$ cat src/rtl/edm_pkg.sv
package edm_pkg;
  parameter int BEAT_W        = 64;
  parameter int IDX_W         = 16;
  parameter int IDX_N         = BEAT_W / IDX_W;
  parameter int EXT_W         = 8;
  parameter int EXT_N         = BEAT_W / EXT_W;
  parameter int WORD_W        = 32;
  parameter int HALF_N        = BEAT_W / WORD_W;
  parameter int EXT_PER_WORD  = WORD_W / EXT_W;
  parameter int SOFT_W        = 6;
  parameter int SOFT_PER_WORD = 5;
  parameter int PAY_W         = SOFT_W * SOFT_PER_WORD;
  parameter int CNT_W         = $clog2(BEAT_W);

  typedef enum logic [0:0] {PATH_INDEX, PATH_EXTR} path_kind_e;

  // DMA index lanes to kernel order; native swaps all lanes, packed swaps pairs.
  function automatic logic [BEAT_W-1:0] index_to_kernel(input logic [BEAT_W-1:0] d,
                                                        input logic native);
    logic [BEAT_W-1:0] r;
    int src;
    r = '0;
    for (int j = 0; j < IDX_N; j++) begin
      src = native ? (j ^ (IDX_N - 1)) : (j ^ (IDX_N / 2));
      r[j*IDX_W +: IDX_W-1] = d[src*IDX_W +: IDX_W-1];
    end
    return r;
  endfunction

  // Byte reversal inside each 32-bit word unless native; it is its own inverse.
  function automatic logic [BEAT_W-1:0] ext_swap(input logic [BEAT_W-1:0] d,
                                                 input logic native);
    logic [BEAT_W-1:0] r;
    int src;
    r = '0;
    for (int k = 0; k < EXT_N; k++) begin
      src = native ? k : (k ^ (EXT_PER_WORD - 1));
      r[k*EXT_W +: EXT_W] = d[src*EXT_W +: EXT_W];
    end
    return r;
  endfunction

  // Keep the soft-value payload of each word, zero its spare top bits.
  function automatic logic [BEAT_W-1:0] symbol_clean(input logic [BEAT_W-1:0] d);
    logic [BEAT_W-1:0] r;
    r = '0;
    for (int h = 0; h < HALF_N; h++) begin
      r[h*WORD_W +: PAY_W] = d[h*WORD_W +: PAY_W];
    end
    return r;
  endfunction

  // Bit slot of the k-th decision in a beat.
  function automatic logic [CNT_W-1:0] hd_bit_pos(input logic [CNT_W-1:0] k,
                                                  input logic msb_first);
    return msb_first ? (k ^ CNT_W'(WORD_W - 1)) : k;
  endfunction
endpackage

$ cat src/rtl/edm_mode_hold.sv
module edm_mode_hold (
  input  logic clk,
  input  logic rst_n,
  input  logic mode_live,
  input  logic fire,
  input  logic last,
  output logic mode_eff
);
  logic in_frame;
  logic held;

  always_ff @(posedge clk) begin
    if (!rst_n) begin
      in_frame <= 1'b0;
      held     <= 1'b0;
    end else if (fire) begin
      if (!in_frame) held <= mode_live;
      in_frame <= !last;
    end
  end

  assign mode_eff = in_frame ? held : mode_live;

  // the mode used for a beat carries on to the next beat of the frame
  assert_mode_held_R12: assert property (@(posedge clk) disable iff (!rst_n)
    (fire && !last) |=> (mode_eff == $past(mode_eff)));
endmodule

$ cat src/rtl/edm_lane_path.sv
module edm_lane_path
  import edm_pkg::*;
#(
  parameter path_kind_e KIND = PATH_INDEX
) (
  input  logic              clk,
  input  logic              rst_n,
  input  logic              mode_live,
  input  logic              s_valid,
  output logic              s_ready,
  input  logic [BEAT_W-1:0] s_data,
  input  logic              s_last,
  output logic              m_valid,
  input  logic              m_ready,
  output logic [BEAT_W-1:0] m_data,
  output logic              m_last
);
  logic fire;
  logic mode_eff;

  assign fire    = s_valid && s_ready;
  assign s_ready = m_ready;
  assign m_valid = s_valid;
  assign m_last  = s_last;

  edm_mode_hold u_hold (
    .clk      (clk),
    .rst_n    (rst_n),
    .mode_live(mode_live),
    .fire     (fire),
    .last     (s_last),
    .mode_eff (mode_eff)
  );

  generate
    if (KIND == PATH_INDEX) begin : g_index
      assign m_data = index_to_kernel(s_data, mode_eff);
    end else begin : g_extr
      assign m_data = ext_swap(s_data, mode_eff);
      // applying the permutation again restores the source beat
      assert_ext_roundtrip_R7: assert property (@(posedge clk) disable iff (!rst_n)
        s_valid |-> (ext_swap(m_data, mode_eff) == s_data));
    end
  endgenerate
endmodule

$ cat src/rtl/edm_hd_packer.sv
module edm_hd_packer
  import edm_pkg::*;
(
  input  logic              clk,
  input  logic              rst_n,
  input  logic              mode_live,
  input  logic              s_valid,
  output logic              s_ready,
  input  logic              s_bit,
  input  logic              s_last,
  output logic              m_valid,
  input  logic              m_ready,
  output logic [BEAT_W-1:0] m_data,
  output logic              m_last
);
  localparam logic [CNT_W-1:0] CNT_MAX = CNT_W'(BEAT_W - 1);

  logic [BEAT_W-1:0] acc;
  logic [BEAT_W-1:0] acc_next;
  logic [CNT_W-1:0]  cnt;
  logic [CNT_W-1:0]  pos;
  logic              fire;
  logic              beat_done;
  logic              mode_eff;

  assign s_ready   = !m_valid;
  assign fire      = s_valid && s_ready;
  assign beat_done = s_last || (cnt == CNT_MAX);
  assign pos       = hd_bit_pos(cnt, mode_eff);
  assign acc_next  = acc | (BEAT_W'(s_bit) << pos);

  edm_mode_hold u_hold (
    .clk      (clk),
    .rst_n    (rst_n),
    .mode_live(mode_live),
    .fire     (fire),
    .last     (s_last),
    .mode_eff (mode_eff)
  );

  always_ff @(posedge clk) begin
    if (!rst_n) begin
      acc     <= '0;
      cnt     <= '0;
      m_valid <= 1'b0;
      m_data  <= '0;
      m_last  <= 1'b0;
    end else begin
      if (m_valid && m_ready) m_valid <= 1'b0;
      if (fire) begin
        if (beat_done) begin
          m_data  <= acc_next;
          m_last  <= s_last;
          m_valid <= 1'b1;
          acc     <= '0;
          cnt     <= '0;
        end else begin
          acc <= acc_next;
          cnt <= cnt + 1'b1;
        end
      end
    end
  end

  // a stalled beat is held
  assert_hold_stable_R13: assert property (@(posedge clk) disable iff (!rst_n)
    (m_valid && !m_ready) |=> (m_valid && $stable(m_data) && $stable(m_last)));
  // the frame's final decision always produces a flagged beat
  assert_flush_on_last_R11: assert property (@(posedge clk) disable iff (!rst_n)
    (fire && s_last) |=> (m_valid && m_last));
  // no beat appears before 64 decisions unless the frame ends
  assert_count_bound_R9: assert property (@(posedge clk) disable iff (!rst_n)
    (fire && !s_last && cnt != CNT_MAX) |=> !m_valid);
endmodule

$ cat src/rtl/decoder_reorder_unit.sv
module decoder_reorder_unit
  import edm_pkg::*;
(
  input  logic              clk,
  input  logic              rst_n,
  input  logic              cfg_idx_native,
  input  logic              cfg_ext_native,
  input  logic              cfg_hd_msb_first,
  input  logic              idx_in_valid,
  output logic              idx_in_ready,
  input  logic [BEAT_W-1:0] idx_in_data,
  input  logic              idx_in_last,
  output logic              idx_out_valid,
  input  logic              idx_out_ready,
  output logic [BEAT_W-1:0] idx_out_data,
  output logic              idx_out_last,
  input  logic              exti_in_valid,
  output logic              exti_in_ready,
  input  logic [BEAT_W-1:0] exti_in_data,
  input  logic              exti_in_last,
  output logic              exti_out_valid,
  input  logic              exti_out_ready,
  output logic [BEAT_W-1:0] exti_out_data,
  output logic              exti_out_last,
  input  logic              exto_in_valid,
  output logic              exto_in_ready,
  input  logic [BEAT_W-1:0] exto_in_data,
  input  logic              exto_in_last,
  output logic              exto_out_valid,
  input  logic              exto_out_ready,
  output logic [BEAT_W-1:0] exto_out_data,
  output logic              exto_out_last,
  input  logic              sym_in_valid,
  output logic              sym_in_ready,
  input  logic [BEAT_W-1:0] sym_in_data,
  input  logic              sym_in_last,
  output logic              sym_out_valid,
  input  logic              sym_out_ready,
  output logic [BEAT_W-1:0] sym_out_data,
  output logic              sym_out_last,
  input  logic              hd_in_valid,
  output logic              hd_in_ready,
  input  logic              hd_in_bit,
  input  logic              hd_in_last,
  output logic              hd_out_valid,
  input  logic              hd_out_ready,
  output logic [BEAT_W-1:0] hd_out_data,
  output logic              hd_out_last
);
  edm_lane_path #(.KIND(PATH_INDEX)) u_idx (
    .clk(clk), .rst_n(rst_n), .mode_live(cfg_idx_native),
    .s_valid(idx_in_valid), .s_ready(idx_in_ready), .s_data(idx_in_data), .s_last(idx_in_last),
    .m_valid(idx_out_valid), .m_ready(idx_out_ready), .m_data(idx_out_data), .m_last(idx_out_last)
  );

  edm_lane_path #(.KIND(PATH_EXTR)) u_ext_in (
    .clk(clk), .rst_n(rst_n), .mode_live(cfg_ext_native),
    .s_valid(exti_in_valid), .s_ready(exti_in_ready), .s_data(exti_in_data), .s_last(exti_in_last),
    .m_valid(exti_out_valid), .m_ready(exti_out_ready), .m_data(exti_out_data), .m_last(exti_out_last)
  );

  edm_lane_path #(.KIND(PATH_EXTR)) u_ext_out (
    .clk(clk), .rst_n(rst_n), .mode_live(cfg_ext_native),
    .s_valid(exto_in_valid), .s_ready(exto_in_ready), .s_data(exto_in_data), .s_last(exto_in_last),
    .m_valid(exto_out_valid), .m_ready(exto_out_ready), .m_data(exto_out_data), .m_last(exto_out_last)
  );

  assign sym_out_valid = sym_in_valid;
  assign sym_in_ready  = sym_out_ready;
  assign sym_out_last  = sym_in_last;
  assign sym_out_data  = symbol_clean(sym_in_data);

  edm_hd_packer u_hd (
    .clk(clk), .rst_n(rst_n), .mode_live(cfg_hd_msb_first),
    .s_valid(hd_in_valid), .s_ready(hd_in_ready), .s_bit(hd_in_bit), .s_last(hd_in_last),
    .m_valid(hd_out_valid), .m_ready(hd_out_ready), .m_data(hd_out_data), .m_last(hd_out_last)
  );
endmodule

$ cat config.mk
export PLATFORM = sky130hd
export DESIGN_NAME = decoder_reorder_unit
export DESIGN_NICKNAME = d
export VERILOG_FILES = /design/src/rtl/edm_pkg.sv /design/src/rtl/edm_mode_hold.sv /design/src/rtl/edm_lane_path.sv /design/src/rtl/edm_hd_packer.sv /design/src/rtl/decoder_reorder_unit.sv
export SDC_FILE = /design/constraint.sdc
export NUM_CORES = 1
export LEC_CHECK = 0
export ABC_AREA = 1
export BUFFER_PORTS_ARGS = -buffer_cell sky130_fd_sc_hd__clkbuf_2
export CAP_MARGIN = 15
export CORE_AREA = 2 2 236 238
export CTS_BUF_LIST = sky130_fd_sc_hd__clkbuf_16
export DETAILED_ROUTE_END_ITERATION = 12
export DIE_AREA = 0 0 238 240
export PLACE_DENSITY = 0.42
export SLEW_MARGIN = 5
export SYNTH_ARGS = -nofsm -noshare
export SYNTH_HDL_FRONTEND = slang
export SYNTH_HIERARCHICAL = 1
export SYNTH_SLANG_ARGS = --single-unit
$ cat constraint.sdc
create_clock -name clk -period 4.2 [get_ports clk]
set_input_delay 0.42 -clock clk [delete_from_list [all_inputs] [get_ports clk]]
set_output_delay 0.42 -clock clk [all_outputs]
set_load 0.02 [all_outputs]
* Word level (Yosys, flattened, before mapping)
Index checks and enable logic that the tools add are counted.
** Cells by class
- $lt $le $gt $ge :: 0
- Shifts and indexed selects :: 21
- Bitwise logic cells :: 2
- Reductions and logical operators :: 12
- Multiply operators :: 0
- Mux-type cells :: 30
- Divide/modulo/power cells :: 0
- Add/subtract/negate cells :: 1
- Equality and inequality tests :: 1
** Operator list (number)
- indexed part select 64 x 32 -> 8 bit :: 16
- indexed part select 64 x 32 -> 15 bit :: 4
- two-way mux 64 bit :: 1
- bitwise OR 64 bit :: 1
- left shift 1 x 6 -> 64 bit :: 1
- two-way mux 2 bit :: 16
- two-way mux 1 bit :: 11
- adder 6 x 1 -> 6 bit (second input constant) :: 1
- == test 6 bit (second input constant) :: 1
- two-way mux 6 bit :: 1
- logical AND 1 bit :: 5
- logical NOT 1 bit :: 5
- two-way mux 5 bit :: 1
- NOT 5 bit :: 1
- AND reduction 2 bit :: 1
- logical OR 1 bit :: 1
** Storage, ports and cells
- Memories kept :: 0
- Logic and storage cells :: 80
- Register bits after elaboration :: 144
- Bits of input ports :: 277
- Output and inout port bits :: 335
- Latch bits :: 0
- Bits in read-only memories :: 0
- Memory bits (writable) :: 0

* Logic depth before layout (Yosys ltp)
Gate-level depths: netlist (run 1).
- Depth after elaboration :: 5
- Gate-level depth with buffers :: 13
- Gate-level depth less buffers :: 12

* By module
The synthesis (run 1) kept the hierarchy.
** Modules (own cells, without submodules)
- edm_hd_packer :: cells an instance 837, instances 1, area each 5718.0 um2, seq. area each 2722.6 um2
- edm_lane_path at u_ext_in ... :: cells an instance 211, instances 2, area each 874.6 um2, seq. area each 0.0 um2
- edm_lane_path at u_idx :: cells an instance 204, instances 1, area each 942.2 um2, seq. area each 0.0 um2
- decoder_reorder_unit :: cells an instance 68, instances 1, area each 506.7 um2, seq. area each 0.0 um2
- edm_mode_hold :: cells an instance 14, instances 4, area each 93.8 um2, seq. area each 40.0 um2

* Worst setup path after synthesis (run 1)
No wires, ideal clock.
- Path kind :: input port to flip-flop
- From :: in cfg_hd_msb_first
- To :: reg u_hd.m_data[10]
- Stages :: 10
- Setup slack :: 2.513 ns
- Path buffers :: 2
- Setup time :: 0.113 ns
- Arrival :: 1.574 ns
- Data required time :: 4.087 ns
- Cell sequence :: nand2_2 nand2_1 buf_4 xnor2_1 inv_1 clkbuf_1 nand4_1 nand2_1 nand2_1 nand2_1
** On the way
- Word-level cells in the longest chain between the ends :: 4
** RTL lines
- from (decl) :: RTL line decoder_reorder_unit.sv:8 : input logic cfg_hd_msb_first,
- two-way mux 1 bit
- net u_hd.mode_eff :: RTL line edm_hd_packer.sv:24 : logic mode_eff;
- two-way mux 5 bit :: RTL line edm_pkg.sv:56 : return msb_first ? (k ^ CNT_W'(WORD_W - 1)) : k;
- left shift 1 x 6 -> 64 bit :: RTL line edm_hd_packer.sv:30 : assign acc_next = acc | (BEAT_W'(s_bit) << pos);
- bitwise OR 64 bit :: RTL line edm_hd_packer.sv:30
- to (signal assigned) :: RTL line edm_hd_packer.sv:52 : m_data <= acc_next;
- to (decl) :: RTL line edm_hd_packer.sv:13 : output logic [BEAT_W-1:0] m_data,
The timed path passes the listed nets, and every way through them passes these cells.
A chain may end at the register's enable or synchronous reset.

* Final worst setup path (run 1)
- From :: reg u_idx.u_hold.in_frame
- To :: out idx_out_data[27]
** On the way
- Word-level cells in the longest chain between the ends :: 3
** RTL lines
- from (decl) :: RTL line edm_mode_hold.sv:9 : logic in_frame;
- from (signal assigned) :: RTL line edm_mode_hold.sv:18 : in_frame <= !last;
- two-way mux 1 bit
- net u_idx.mode_eff :: RTL line edm_lane_path.sv:19 : logic mode_eff;
- two-way mux 1 bit :: RTL line edm_pkg.sv:24 : src = native ? (j ^ (IDX_N - 1)) : (j ^ (IDX_N / 2));
- indexed part select 64 x 32 -> 15 bit :: RTL line edm_pkg.sv:25 : r[j*IDX_W +: IDX_W-1] = d[src*IDX_W +: IDX_W-1];
- to (decl) :: RTL line decoder_reorder_unit.sv:15 : output logic [BEAT_W-1:0] idx_out_data,
The timed path passes the listed nets, and every way through them passes these cells.

==> results of run 1 <==
==> worst max-delay path, stage by stage, from the launching register on <==
cell and delay, ps:
dfxtp_1 350, nand2_1 90, nand2_2 430, buf_4 460
nand2_1 90, nand2_1 210, clkbuf_2 230
==> cell families (layout without fill, tap and decap cells) <==
logic type | count (synthesis) | count (layout)
buffers and inverters | 261 | 609
AOI/OAI and AO/OA | 76 | 76
xor gates and xnor gates | 3 | 3
and+or+nand+nor | 1100 | 1100
adders and majority gates | 1 | 1
other | 2 | 16
DFF | 144 | 144
==> cell type report <==
type,instances,area (µm²),area share
diodes,8,20.0,0.00165
clock buffers,17,425,0.0351
clock inverters,15,168,0.0138
inverters,95,364,0.0301
multi-input cells,1188,4910,0.406
flip-flops and latches,144,2880,0.238
well taps,704,881,0.0727
repair buffers,482,2460,0.203
==> stage by stage <==
stage	hold WS [ps]	area [µm²]	power [W]	instances
floorplan	447	9310	0.00224	1593
CTS	147	12100	0.00424	2645
global placement	438	11500	0.00260	2613
detailed placement	439	11500	0.00261	2613
global route	154	12100	0.00438	2651
finish	189	12100	0.00415	2653
==> power groups by stage <==
stage | combinational (W) | clock [W] | sequential [W]
after CTS | 0.00120 | 0.00166 | 0.00138
after floorplan | 0.000819 | 0 | 0.00142
after global routing | 0.00128 | 0.00171 | 0.00139
after global placement | 0.00118 | 0 | 0.00142
final | 0.00118 | 0.00159 | 0.00138
after detailed placement | 0.00119 | 0 | 0.00142
==> cells in the final DEF, fill, tap and decap left out, types with 2 or more instances in the layout <==
cell,instances
nand2_2,28
a21oi_1,69
clkbuf_2,469
xnor2_2,2
diode_2,8
clkinv_4,2
nand3_1,11
clkinv_1,4
clkinvlp_4,3
nand4_1,65
nand2_1,967
nor2_1,14
nor2_2,8
nor3_2,4
inv_1,91
buf_4,12
bufinv_16,3
conb_1,8
inv_6,2
o21ai_0,6
dfxtp_1,144
inv_2,3
clkbuf_16,17
==> metal layers <==
metal,up-vias,global-route usage,routed length [µm]
li1,5448,-,-
met1,4870,0.178,19000
met2,466,0.250,21600
met3,47,0.0670,4610
met4,8,0.0553,1030
met5,-,0,57
==> worst max path at each step <==
stage                                startpoint          endpoint  slack, ps  cells after the start
after floorplan                cfg_hd_msb_first   u_hd/m_data[10]       2510                     10
after global placement         cfg_hd_msb_first   u_hd/m_data[43]       1510                     11
after detailed placement       cfg_hd_msb_first   u_hd/m_data[43]       1490                     11
after CTS                 u_idx/u_hold/in_frame   idx_out_data[7]       1400                      6
after global routing      u_idx/u_hold/in_frame   idx_out_data[7]       1270                      6
final                     u_idx/u_hold/in_frame  idx_out_data[27]       1440                      6
==> impl_metrics.py, run 1 <==
metrics = {
    "clock_network": {
        "cts_tree": "built",
        "cts_resized": 0,
        "path_clk_slew_ps": 70,
        "clock_sinks": 144,
        "clock_path_buffers": 2,
        "ctsHtreeMaxLevel": 4,
        "post-cts-setup-buffer-count": 0,
        "clock_latency_ps": 440,
        "cts_root_buffer": "clkbuf_16",
        "cts_made_buffers": 17,
        "cts_hold_buf": 0,
    },
    "logic_synthesis": {
        "synth_ff_type": "dfxtp_1",
        "synth_cell_types": 26,
        "yosys.area.top_type": "nand2_1",
        "synth_common_cells": "971 x nand2_1, 144 x dfxtp_1, 93 x buf_4",
        "syn_area_um2": 9290,
        "synthSimpleGateAreaFrac": 0.476,
        "synthTopCellsByArea": "nand2_1 39%, dfxtp_1 31%, buf_4 7.5%",
        "yosysSeqAreaShare": 0.310,
        "synth_edf_count": 0,
        "async_flop_share": 0,
        "ys_warn_count": 6,
        "synth_mux_area_frac": 0,
        "synthCells": 1587,
        "ys_ff_latch": 144,
        "synth_compound_area_frac": 0.0413,
        "synthAdderAreaFrac": 0.00135,
        "synthXorXnorAreaFrac": 0.00283,
        "synth.most_common_cell": "nand2_1",
        "synth_top_family_by_area": "simple AND/OR/NAND/NOR gates",
        "syn_avg_cell_area_um2": 5.85,
        "synth_top_area_frac": 0.392,
    },
    "worst_setup_path": {
        "r2r-end": "u_hd/m_data[27]",
        "worstReg2RegStart": "u_hd/u_hold/in_frame",
        "critPathKind": "reg2out",
        "critical_path.startpoint_type": "flop",
        "rr_worst_depth": 10,
        "endpoint_kind": "primary output",
        "crit_required_ps": 3780,
        "crit_fanout": 38,
        "regToRegSetupSlack_ps": 1610,
        "arrival_ps": 2340,
    },
    "floorplanning": {
        "ios": 612,
        "num_rows": 86,
        "die_y_um": 240,
        "die_w_um": 238,
        "dieArea_um2": 57100,
        "core_um2": 54700,
        "initial_utilization": 0.170,
    },
    "pwr": {
        "cellPowerDensity_nw_per_um2": 343,
        "switching_share": 0.364,
        "p_leak_nw": 7.04,
        "clockPowerShare": 0.382,
        "intPower_w": 0.00264,
        "combPwrFrac": 0.284,
        "switchingPower_w": 0.00151,
        "sequentialPowerShare": 0.334,
        "peakVddDrop_v": 0.000262,
    },
    "timing": {
        "finalClockSkew_ps": 11.6,
        "hold_viol": 0,
        "setup_slack_ps": 1440,
        "period_share": 0.657,
        "finalSetupTns_ps": 0,
        "slew_headroom": 0.206,
        "worstMarginPinSlew_ps": 1190,
        "slew_viol_final": 0,
        "setup_viol": 0,
        "min_period_ps": 2760,
        "rsz0062_at_grt": "false",
        "fmax_ghz": 0.362,
    },
    "routing": {
        "vias": 10839,
        "drt_iter0_drc": 704,
        "drtAntennaViolNets": 0,
        "drc": 0,
        "vias_per_cell": 4.09,
        "routed_wl_um": 46300,
        "wl_per_cell_um": 17.4,
        "firstDrtPassIters": 6,
    },
    "global_routing": {
        "overflow": 0,
        "grt_start_max_net_pins": 102,
        "grt_usage": 0.153,
        "grt_pass1_wl_um": 63400,
        "grt_antenna_before_repair": 15,
        "grt_pass1_vias": 9574,
    },
    "cells_and_area": {
        "fillerInstances": 6276,
        "reg.largest.list": "u_hd/acc: 64 flops, u_hd/m_data: 64 flops, u_hd/cnt: 6 flops",
        "area_growth_pct": 30.3,
        "drive_above_1_share": 0.288,
        "finalNetCount": 2206,
        "final_util": 0.222,
    },
    "job": {
        "cap_violations": 0,
    },
    "placement": {
        "dp_slack_ps": 1490,
        "hpwlAfterDp_um": 36200,
        "place.gp.congestion": 0.850,
        "port_buffers": 469,
    },
    "hold_path": {
        "hp-start": "exto_in_last",
        "hold-path-cell-count": 2,
        "hold_end": "u_ext_out/u_hold/in_frame",
        "hold_class": "in2reg",
    },
    "run_status": {
        "outcome": "complete, no violations",
    },
}
Power figures use the tool's default switching activity.
==> inputs of run 2 (changes only) <==
CORE_AREA = 2 2 239 241   (was 2 2 236 238)
DIE_AREA = 0 0 241 243   (was 0 0 238 240)
clock period = 2.85 ns   (was 4.2 ns; I/O delays follow)
==> run 2 against run 1 <==
  * Register-to-register slack got worse by 960 ps
  * Non-clock buffer count increased by 20
  * Worst setup slack got worse by 1100 ps
  * Largest power group unchanged
  * Via count increased by 0.68%
  * Die area increased by 2.5%
  * Clock skew increased by 2.4 ps
  * Final area increased by 1.9%
  * First-iteration DRC count decreased by 2.1%
  * Core utilization decreased by 0.099 points
==> impl_metrics.py, run 2 (synthesis gave the netlist of run 1 again) <==
metrics = {
    "run_status": {
        "outcome": "complete, no violations",
    },
    "worst_setup_path": {
        "endpoint_kind": "primary output",
        "arrival_ps": 2190,
        "critical_path.startpoint_type": "flop",
        "worstReg2RegStart": "u_hd/u_hold/in_frame",
        "rr_worst_depth": 13,
        "regToRegSetupSlack_ps": 650,
        "r2r-end": "u_hd/m_data[14]",
        "critPathKind": "reg2out",
        "crit_required_ps": 2570,
        "crit_fanout": 60,
    },
    "timing": {
        "rsz0062_at_grt": "false",
        "slew_headroom": 0.193,
        "finalSetupTns_ps": 0,
        "period_share": 0.868,
        "slew_viol_final": 0,
        "fmax_ghz": 0.404,
        "setup_viol": 0,
        "worstMarginPinSlew_ps": 1210,
        "min_period_ps": 2470,
        "hold_viol": 0,
        "finalClockSkew_ps": 14.1,
    },
    "pwr": {
        "switching_share": 0.354,
        "peakVddDrop_v": 0.000382,
        "combPwrFrac": 0.288,
        "intPower_w": 0.00399,
        "switchingPower_w": 0.00219,
        "sequentialPowerShare": 0.330,
        "cellPowerDensity_nw_per_um2": 500,
        "p_leak_nw": 7.16,
        "clockPowerShare": 0.382,
    },
    "placement": {
        "hpwlAfterDp_um": 36200,
        "place.gp.congestion": 0.845,
        "port_buffers": 469,
    },
    "clock_network": {
        "clock_sinks": 144,
        "ctsHtreeMaxLevel": 4,
        "cts_hold_buf": 0,
        "path_clk_slew_ps": 60,
        "clock_path_buffers": 2,
        "post-cts-setup-buffer-count": 0,
        "cts_root_buffer": "clkbuf_16",
        "cts_resized": 0,
        "cts_made_buffers": 17,
        "clock_latency_ps": 440,
        "cts_tree": "built",
    },
    "cells_and_area": {
        "mostFrequentLayoutCells": "967 x nand2_1, 469 x clkbuf_2, 144 x dfxtp_1",
        "area_growth_pct": 32.8,
        "final_util": 0.221,
        "drive_above_1_share": 0.295,
        "fillerInstances": 6526,
        "final_common_cell": "nand2_1",
        "finalNetCount": 2226,
        "reg.largest.list": "u_hd/acc: 64 flops, u_hd/m_data: 64 flops, u_hd/cnt: 6 flops",
    },
    "floorplanning": {
        "core_um2": 56000,
        "ios": 612,
        "dieArea_um2": 58600,
        "initial_utilization": 0.166,
        "num_rows": 87,
        "die_w_um": 241,
        "die_y_um": 243,
    },
    "routing": {
        "routed_wl_um": 45300,
        "firstDrtPassIters": 7,
        "drtAntennaViolNets": 0,
        "wl_per_cell_um": 16.7,
        "drt_iter0_drc": 689,
        "drc": 0,
        "vias_per_cell": 4.02,
        "vias": 10913,
    },
    "global_routing": {
        "grt_usage": 0.146,
        "grt_pass1_wl_um": 63100,
        "grt_antenna_before_repair": 4,
        "overflow": 0,
        "grt_pass1_vias": 9725,
        "grt_start_max_net_pins": 74,
    },
    "hold_path": {
        "hold_class": "in2reg",
        "hold_end": "u_ext_out/u_hold/in_frame",
        "hp-start": "exto_in_last",
        "hold-path-cell-count": 2,
    },
    "job": {
        "cap_violations": 0,
    },
}
[run 2: cell types whose count changed in the layout (fill, tap and decap cells not counted)]
cell	change
buf_4	+18
diode_2	-5
buf_12	+2
clkinv_1	-2
clkinv_4	-2
clkinvlp_4	-2
inv_1	+2
bufinv_16	+1
clkinv_2	+1
[run 2: per-stage QoR]
stage / hold WS [ps] / worst slack (ps) / power [W] / cells / instance area (µm²)
2_1_floorplan: 378 / 1220 / 0.00330 / 1593 / 9310
6_report: 47.3 / 377 / 0.00618 / 2718 / 12300
5_1_grt: 32.7 / 196 / 0.00650 / 2718 / 12300
3_3_place_gp: 438 / 660 / 0.00387 / 2685 / 11700
4_1_cts: 18.1 / 336 / 0.00632 / 2715 / 12300
3_5_place_dp: 438 / 655 / 0.00389 / 2685 / 11700
[run 2: area by class of cell]
class / instances / area [µm²] / share of cell area
Multi-Input combinational cell: 1188 / 4910 / 0.398
Sequential cell: 144 / 2880 / 0.234
Timing Repair Buffer: 502 / 2630 / 0.213
Tap cell: 756 / 946 / 0.0767
Clock buffer: 17 / 425 / 0.0345
Inverter: 95 / 364 / 0.0295
Clock inverter: 13 / 170 / 0.0138
Antenna cell: 3 / 7.51 / 0.000608
[run 2: critical path, cell delays in order (launching register included)]
cell	delay, ps
dfxtp_1	340
inv_1	60
nand2_2	60
nand2_2	280
inv_8	410
nand2_2	70
nand2_1	250
clkbuf_2	240
[run 2: how the worst max path moves through the flow]
stage	start	endpoint	slack (ps)	depth (start not counted)
after global placement	u_hd/u_hold/in_frame	u_hd/m_data[14]	660	13
after global routing	u_idx/u_hold/in_frame	idx_out_data[3]	200	7
after CTS	u_idx/u_hold/in_frame	idx_out_data[3]	340	7
final	u_idx/u_hold/in_frame	idx_out_data[3]	380	7
after floorplan	u_hd/u_hold/in_frame	u_hd/m_data[10]	1220	11
after detailed placement	u_hd/u_hold/in_frame	u_hd/m_data[22]	650	13
[run 2: per-layer routing]
metal / up-vias / wire length (µm) / global-route usage / share of wire
li1: 5481 / - / - / -
met1: 4956 / 18500 / 0.172 / 0.41
met2: 443 / 21800 / 0.249 / 0.48
met3: 33 / 3880 / 0.0455 / 0.086
met4: 0 / 1030 / 0.0481 / 0.023
met5: - / 0 / 0 / 0
[run 2: power groups by stage]
stage	Sequential, W	Clock, W	Combinational, W
CTS	0.00204	0.00247	0.00181
global placement	0.00208	0	0.00179
floorplan	0.00209	0	0.00121
detailed placement	0.00209	0	0.00180
finish	0.00204	0.00236	0.00178
global route	0.00204	0.00252	0.00194
==> inputs of run 3 (changes only) <==
==> constraint.sdc (replaced) <==
create_clock -name clk -period 2.85 [get_ports clk]
set_input_delay 0.4275 -clock clk [delete_from_list [all_inputs] [get_ports clk]]
set_output_delay 0.4275 -clock clk [all_outputs]
set_load 0.02 [all_outputs]
==> run 3 against run 2 <==
  * Global-route usage fell by 0.10 points
  * Worst setup slack got worse by 22 ps
  * Non-clock buffer count rose by 3
  * Critical path type unchanged
==> impl_metrics.py, run 3 (synthesis gave the netlist of run 1 again) <==
metrics = {
    "run_status": {
        "outcome": "complete, no violations",
    },
    "placement": {
        "port_buffers": 469,
        "place_area_um2": 11800,
        "place.gp.congestion": 0.840,
        "hpwlAfterDp_um": 36100,
    },
    "routing": {
        "drtAntennaViolNets": 0,
        "routed_wl_um": 44900,
        "drt_iter0_drc": 599,
        "vias_per_cell": 3.95,
        "drc": 0,
        "firstDrtPassIters": 5,
        "wl_per_cell_um": 16.5,
        "vias": 10762,
    },
    "worst_setup_path": {
        "crit_family": "buffers and inverters",
        "cpMaxStageDelayCell": "inv_8",
        "crit_chain": "inv_1, nand2_2, nand2_2, inv_8, nand2_1, nand2_1, clkbuf_2",
        "crit_fanout": 60,
        "rr_worst_depth": 8,
        "critPathKind": "reg2out",
        "critical_path.startpoint_type": "flop",
        "cp_num_buf_inv": 3,
        "cpPeakStageDelay_ps": 400,
        "endpoint_kind": "primary output",
        "crit_required_ps": 2420,
        "cp.depth": 7,
        "arrival_ps": 2070,
    },
    "floorplanning": {
        "initial_utilization": 0.166,
        "num_rows": 87,
        "dieArea_um2": 58600,
        "die_w_um": 241,
        "die_y_um": 243,
        "core_um2": 56000,
        "ios": 612,
    },
    "timing": {
        "worstMarginPinSlew_ps": 744,
        "rsz0062_at_grt": "false",
        "setup_viol": 0,
        "hold_ws_ps": 186,
        "slew_viol_final": 0,
        "min_period_ps": 2490,
        "fmax_ghz": 0.401,
        "slew_headroom": 0.504,
        "finalSetupTns_ps": 0,
        "hold_viol": 0,
        "finalClockSkew_ps": 12.0,
        "period_share": 0.875,
    },
    "job": {
        "cap_violations": 0,
    },
    "clock_network": {
        "post-cts-setup-buffer-count": 0,
        "cts_made_buffers": 17,
        "path_clk_slew_ps": 70,
        "cts_resized": 0,
        "cts_root_buffer": "clkbuf_16",
        "cts_tree": "built",
        "cts_hold_buf": 0,
        "ctsHtreeMaxLevel": 4,
        "clock_sinks": 144,
        "clock_path_buffers": 2,
        "clock_latency_ps": 440,
    },
    "global_routing": {
        "gr-usage-met3": 0.0444,
        "grt_antenna_before_repair": 4,
        "grt_usage": 0.145,
        "use_met2": 0.259,
        "grt_pass1_vias": 9761,
        "grt_start_max_net_pins": 65,
        "met1_usage": 0.167,
        "grt_pass1_wl_um": 62600,
        "top_usage_layer": "met2",
        "overflow": 0,
    },
    "cells_and_area": {
        "reg.largest.list": "u_hd/acc: 64 flops, u_hd/m_data: 64 flops, u_hd/cnt: 6 flops",
        "fillerInstances": 6509,
        "final_cell_area_um2": 12400,
        "final_common_cell": "nand2_1",
        "mostFrequentLayoutCells": "967 x nand2_1, 469 x clkbuf_2, 144 x dfxtp_1",
        "area_growth_pct": 33.2,
        "finalNetCount": 2229,
        "drive_above_1_share": 0.297,
    },
    "pwr": {
        "cellPowerDensity_nw_per_um2": 489,
        "peakVddDrop_v": 0.000342,
        "total_power_w": 0.00606,
        "p_leak_nw": 7.17,
    },
    "hold_path": {
        "hold_class": "in2reg",
        "hold-path-cell-count": 2,
    },
}
-- run 3: report_power, final --
| part | total (W) | leakage (nW) | switching (W) | internal, W |
|---|---|---|---|---|
| clock | 0.00223 | 0.276 | 0.000950 | 0.00128 |
| sequential | 0.00204 | 1.16 | 0.0000105 | 0.00203 |
| combinational | 0.00178 | 5.74 | 0.00126 | 0.000524 |
-- run 3: area by class of cell --
cell class                      count  area [µm²]  share of cell area
Antenna cell                        2        5.00            0.000404
Clock buffer                       17         425              0.0344
Clock inverter                     15         146              0.0118
Inverter                           95         364              0.0294
Multi-Input combinational cell   1188        4910               0.397
Sequential cell                   144        2880               0.233
Tap cell                          756         946              0.0764
Timing Repair Buffer              505        2700               0.218
-- run 3: worst paths after layout --
kind | slack, ps | from | endpoint
setup reg to reg | 770 | u_hd/cnt[0] | u_hd/m_data[15]
setup / recovery | 360 | u_idx/u_hold/in_frame | idx_out_data[23]
hold reg to reg | 450 | u_hd/m_data[11] | u_hd/m_data[11]
hold / removal | 190 | exto_in_last | u_ext_out/u_hold/in_frame
-- run 3: worst reg2reg max path: stages (launching register included) --
cell and delay [ps]:
dfxtp_1 390, ha_1 210, nand3_1 90, nor2_1 170, a21oi_2 110, nor3_4 110
buf_4 550, nand2_1 290, nand2_1 100
-- run 3: per-stage QoR --
stage | setup WS (ps) | cells | util
2_1_floorplan | 1160 | 1593 | -
3_3_place_gp | 638 | 2687 | 0.210
3_5_place_dp | 618 | 2688 | 0.211
4_1_cts | 266 | 2720 | 0.221
5_1_grt | 166 | 2722 | 0.221
6_report | 355 | 2722 | 0.221
-- run 3: layer usage --
metal | up-vias | part of all wire | routed length [µm]
met2 | 384 | 0.50 | 22300
met3 | 29 | 0.077 | 3470
li1 | 5496 | - | -
met4 | 2 | 0.012 | 530
met1 | 4851 | 0.41 | 18500
met5 | - | 0.00036 | 16
